==> src/rtl/hit_mult_pkg.sv <==
package hit_mult_pkg;
  // width of one unit's per-condition report
  localparam int HIT_W = 2;
  // largest meaningful report value
  localparam logic [HIT_W-1:0] HIT_MAX = 2'd2;

  // code 3 is folded onto the maximum legal report
  function automatic logic [HIT_W-1:0] unit_clamp(input logic [HIT_W-1:0] v);
    return (v > HIT_MAX) ? HIT_MAX : v;
  endfunction
endpackage

==> src/rtl/cond_summer.sv <==
module cond_summer
  import hit_mult_pkg::*;
#(
  parameter int N_UNITS = 8,
  parameter int CNT_W   = 3
) (
  input  logic [N_UNITS*HIT_W-1:0] reports,
  output logic [CNT_W-1:0]         count
);
  localparam int SUM_MAX = N_UNITS * int'(HIT_MAX);
  localparam int SUM_W   = $clog2(SUM_MAX + 1);
  localparam int CNT_MAX = (1 << CNT_W) - 1;

  logic [SUM_W-1:0] sum;

  always_comb begin
    sum = '0;
    for (int u = 0; u < N_UNITS; u++) begin
      sum = sum + SUM_W'(unit_clamp(reports[u*HIT_W +: HIT_W]));
    end
  end

  generate
    if (SUM_W > CNT_W) begin : g_clamp
      always_comb count = (sum > SUM_W'(CNT_MAX)) ? CNT_W'(CNT_MAX) : sum[CNT_W-1:0];
    end else begin : g_direct
      always_comb count = CNT_W'(sum);
    end
  endgenerate
endmodule

==> src/rtl/parity_packer.sv <==
module parity_packer #(
  parameter int GROUP = 8,
  parameter int CNT_W = 3
) (
  input  logic [GROUP*CNT_W-1:0] counts,
  output logic [GROUP*CNT_W:0]   word
);
  // odd parity: total ones in the word is odd
  always_comb word = {~^counts, counts};
endmodule

==> src/rtl/hit_mult_merger.sv <==
module hit_mult_merger
  import hit_mult_pkg::*;
#(
  parameter int N_UNITS = 8,
  parameter int N_COND  = 16,
  parameter int CNT_W   = 3
) (
  input  logic                              clk,
  input  logic                              rst,
  input  logic                              in_valid,
  input  logic [N_UNITS*N_COND*HIT_W-1:0]   hits_in,
  output logic                              out_valid,
  output logic [(N_COND/2)*CNT_W:0]         left_word,
  output logic [(N_COND/2)*CNT_W:0]         right_word
);
  localparam int GROUP  = N_COND / 2;
  localparam int WORD_W = GROUP * CNT_W + 1;
  localparam int BUS_W  = N_UNITS * HIT_W;

  logic [BUS_W-1:0]         cond_bus  [N_COND];
  logic [CNT_W-1:0]         cnt       [N_COND];
  logic [GROUP*CNT_W-1:0]   grp_cnt   [2];
  logic [WORD_W-1:0]        grp_word  [2];

  // regroup the unit-major input into one bus per condition
  for (genvar c = 0; c < N_COND; c++) begin : g_cond
    for (genvar u = 0; u < N_UNITS; u++) begin : g_unit
      assign cond_bus[c][u*HIT_W +: HIT_W] = hits_in[(u*N_COND + c)*HIT_W +: HIT_W];
    end

    cond_summer #(.N_UNITS(N_UNITS), .CNT_W(CNT_W)) u_sum (
      .reports(cond_bus[c]),
      .count  (cnt[c])
    );
  end

  // side 0 = left (low conditions), side 1 = right (high conditions)
  for (genvar s = 0; s < 2; s++) begin : g_side
    for (genvar k = 0; k < GROUP; k++) begin : g_fld
      assign grp_cnt[s][k*CNT_W +: CNT_W] = cnt[s*GROUP + k];
    end

    parity_packer #(.GROUP(GROUP), .CNT_W(CNT_W)) u_pack (
      .counts(grp_cnt[s]),
      .word  (grp_word[s])
    );
  end

  always_ff @(posedge clk) begin
    if (rst) begin
      out_valid  <= 1'b0;
      left_word  <= '0;
      right_word <= '0;
    end else begin
      out_valid <= in_valid;
      if (in_valid) begin
        left_word  <= grp_word[0];
        right_word <= grp_word[1];
      end
    end
  end
endmodule

==> config.mk <==
export PLATFORM = sky130hd
export DESIGN_NAME = hit_mult_merger
export DESIGN_NICKNAME = d
export VERILOG_FILES = /design/src/rtl/hit_mult_pkg.sv /design/src/rtl/cond_summer.sv /design/src/rtl/parity_packer.sv /design/src/rtl/hit_mult_merger.sv
export SDC_FILE = /design/constraint.sdc
export NUM_CORES = 1
export LEC_CHECK = 0
export BUFFER_PORTS_ARGS = -buffer_cell sky130_fd_sc_hd__buf_4
export CAP_MARGIN = 20
export CORE_MARGIN = 2
export CORE_UTILIZATION = 40
export DETAILED_ROUTE_END_ITERATION = 10
export PLACE_DENSITY_LB_ADDON = 0.08
export SETUP_SLACK_MARGIN = 0.1
export SLEW_MARGIN = 10
export SYNTH_ARGS = -nofsm -noshare
export SYNTH_HDL_FRONTEND = slang
export SYNTH_SLANG_ARGS = --single-unit
==> constraint.sdc <==
create_clock -name clk -period 8.7 [get_ports clk]
set_input_delay 2.175 -clock clk [delete_from_list [all_inputs] [get_ports clk]]
set_output_delay 2.175 -clock clk [all_outputs]
set_load 0.03 [all_outputs]
==> impl_metrics.ini <==
[status]
status = complete, no violations

[sta]
max_freq_mhz = 147
grt_setup_unrepaired = no
finalCritPeriodShare_pct = 78.2
timing.final.hold_violations = 0
relSlewSlack_pct = 35.2
whs_ns = 0.483
period_needed_ns = 6.80
drv_slew = 0
fin_skew_ns = 0
setup_violations = 0
fin_ws_ns = 1.90
tns_ns = 0
worst_pin_slew_ns = 0.972

[setup_path]
cp-end-kind = register
cp.buffers_inverters = 3
cpPeakStageDelay_ns = 0.54
crit_family = adder cells
cp_slowest_cell = fa_1
path_class = in -> reg
cpMostUsedCell = fa_1
rr_endpoint = left_word[24]$_SDFFE_PP0P_
reg2regPathDepth = 2
r2r_start = left_word[24]$_SDFFE_PP0P_
critPathArrivalTime_ns = 6.97
crit_fanout = 2
worstPathRequired_ns = 8.87
crit_chain = buf_4 > nor2b_1 > ha_1 > inv_1 > fa_1 > fa_1 > fa_1 > fa_1 > inv_1 > ha_1 > fa_1 > xor2_1 > xnor2_1 > nor2_1 > xor2_1 > xnor3_1 > and3_1 > or3_1
worst-r2r-setup-slack_ns = 7.81
start_kind = primary input

[logic_synthesis]
synthesis.area_mm2 = 0.00900
ys_ff_latch = 51
yosysSeqAreaShare_pct = 11.3
synthXorXnorAreaFrac_pct = 4.58
ys_warn_count = 0
synth_largest_area_cell = fa_1
synthDistinctLibCells = 31
synth_top_family_by_area = adder cells
synthAdderAreaFrac_pct = 50.3
synth_nets = 1503
synth-compound-area-share_pct = 5.48
synthSimpleGateAreaFrac_pct = 16.4
synth_area_leaders = fa_1 (39%), dfxtp_1 (11%), ha_1 (11%)
synthMuxAreaShare_pct = 0.111
synth_top_cell_area_share_pct = 39.2
avgSynthCellArea_um2 = 9.11
synthCells = 988

[power]
p_clk_share_pct = 8.5
power_switching_mw = 1.22
netSwitchingFraction_pct = 44.5
power_frac_seq_pct = 11.5
power_mw = 2.75
power_frac_comb_pct = 80.0
ir_drop_v = 0.000203
power_leakage_nw = 6.04
powerDensity_mw_per_mm2 = 236
internal-power_mw = 1.53

[grt]
grt_pass1_wl_mm = 32.2
grt_pass1_vias = 7198
grt_use_total_pct = 16.3
grt_max_degree = 101
grt_overflow = 0
antenna_found_initial = 0

[detailed_routing]
drtIter0Drc = 138
wirelength_mm = 18.3
firstDrtPassIters = 4
drc = 0
via_per_inst = 4.49
vias = 6855
ant_nets = 0
wl_per_cell_um = 11.9

[die]
start_util_pct = 41.0
ios = 310
die_w_um = 154
core-area_mm2 = 0.0220
die_area_mm2 = 0.0237
rows = 54
die_y_um = 154

[cells_and_area]
regArea_mm2 = 0.00102
fillCellCount = 2095
drive_gt1_share_pct = 25.7
syn_to_final_growth_pct = 29.2
diodes = 0
layout.nets = 1762
multi_input_area_mm2 = 0.00691

[placed_design]
dp_slack_ns = 1.54
hpwl_mm = 16.7
place_congestion = 0.758
port_buffers = 309

[clock_tree]
cts_htree_levels = 2
cts.sinks = 51
ctsResizeCount = 0
clk_pin_slew_ns = 0.07
cts_hold_buf = 0
postCtsSetupBuffers = 0
cts_max_path_buffers = 2
ctsRootBufferMaster = clkbuf_16
cts_tree = done
clock_latency_ns = 0.29
cts_buffers = 5

[worst_hold_path]
hold_end = right_word[6]$_SDFFE_PP0P_
hp-start = right_word[6]$_SDFFE_PP0P_
worstHoldPathCells = 2
min-delay-path-class = reg -> reg

[flow_run]
drv_cap = 0
how the worst max path moves through the flow:
stage / depth (start not counted) / start / slack [ns] / to
after floorplan: 17 / hits_in[34] / 1.97 / left_word[24]$_SDFFE_PP0P_
after global placement: 18 / hits_in[42] / 1.60 / left_word[24]$_SDFFE_PP0P_
after detailed placement: 18 / hits_in[42] / 1.54 / left_word[24]$_SDFFE_PP0P_
after CTS: 18 / hits_in[42] / 1.85 / left_word[24]$_SDFFE_PP0P_
after global routing: 18 / hits_in[11] / 1.65 / left_word[24]$_SDFFE_PP0P_
final: 18 / hits_in[42] / 1.90 / left_word[24]$_SDFFE_PP0P_
Yosys cell counts (all sizes together):
cell type  count
a311oi        11
inv          226
xnor2         27
a21oi         19
nor3          26
nand3b         2
and3           1
buf            2
or3            1
mux2i          1
nor2          88
and2           7
nand2         33
nor4bb         7
xnor3          2
nand2b        25
clkbuf        55
clkinv         1
a211oi        33
nor4b          1
ha            80
xor2          14
dfxtp         51
o22ai          7
nor2b         89
nor3b          2
fa           176
a22o           1
power by group through the flow:
stage | Combinational [mW] | Sequential (mW) | Clock [mW]
after floorplan | 1.63 | 0.426 | 0
after global placement | 2.22 | 0.320 | 0
after detailed placement | 2.24 | 0.322 | 0
after CTS | 2.26 | 0.317 | 0.244
after global routing | 2.51 | 0.324 | 0.252
final | 2.20 | 0.317 | 0.233
flip-flops by register name (all words and copies together) (netlist names):
| name | flops |
|---|---|
| right_word | 25 |
| out_valid | 1 |
| left_word | 25 |
layout by cell type (no fill, tap or decap), types with 2 or more instances in the layout:
cell type	n
nor4bb_1	7
nor2b_1	89
nand2b_1	25
xnor2_1	26
nand2_1	32
a311oi_1	11
o22ai_1	7
nor2_1	88
xnor3_1	2
xor2_1	14
fa_1	176
clkbuf_16	5
nand3b_1	2
inv_1	226
buf_4	309
nor3b_1	2
ha_1	80
a21oi_1	19
and2_1	6
nor3_1	26
a211oi_1	33
dfxtp_1	51
routing by layer:
layer	wire length [µm]	GRT usage, %
met2	9230	29.3
met1	7710	20.5
met5	0	0
met3	1230	4.00
met4	93	1.91
kinds of logic after synthesis:
logic type / Yosys count
fa+ha+maj: 256
mux: 1
flops: 51
xor+xnor: 43
compound gates: 71
simple gates: 282
buf+inv: 284
final cells by class:
cell class	instances	share of cell area, %
Multi-Input combinational cell	653	59.4
Sequential cell	51	8.78
Clock buffer	6	1.19
Clock inverter	2	0.301
Inverter	227	7.33
Timing Repair Buffer	309	20.0
Tap cell	280	3.01
per-stage QoR:
stage,instances,area (µm²),utilization [%]
6_report,1528,11600,53.0
5_1_grt,1528,11600,53.0
4_1_cts,1528,11600,53.0
3_5_place_dp,1520,11500,52.2
3_3_place_gp,1520,11500,52.2
2_1_floorplan,988,9000,-
worst reg2reg max path, cell delays in order (launching register included):
cell and delay, ns:
dfxtp_1 0.31, nor3b_1 0.13, or3_1 0.34
No activity file was read; power rests on OpenSTA's default activity.
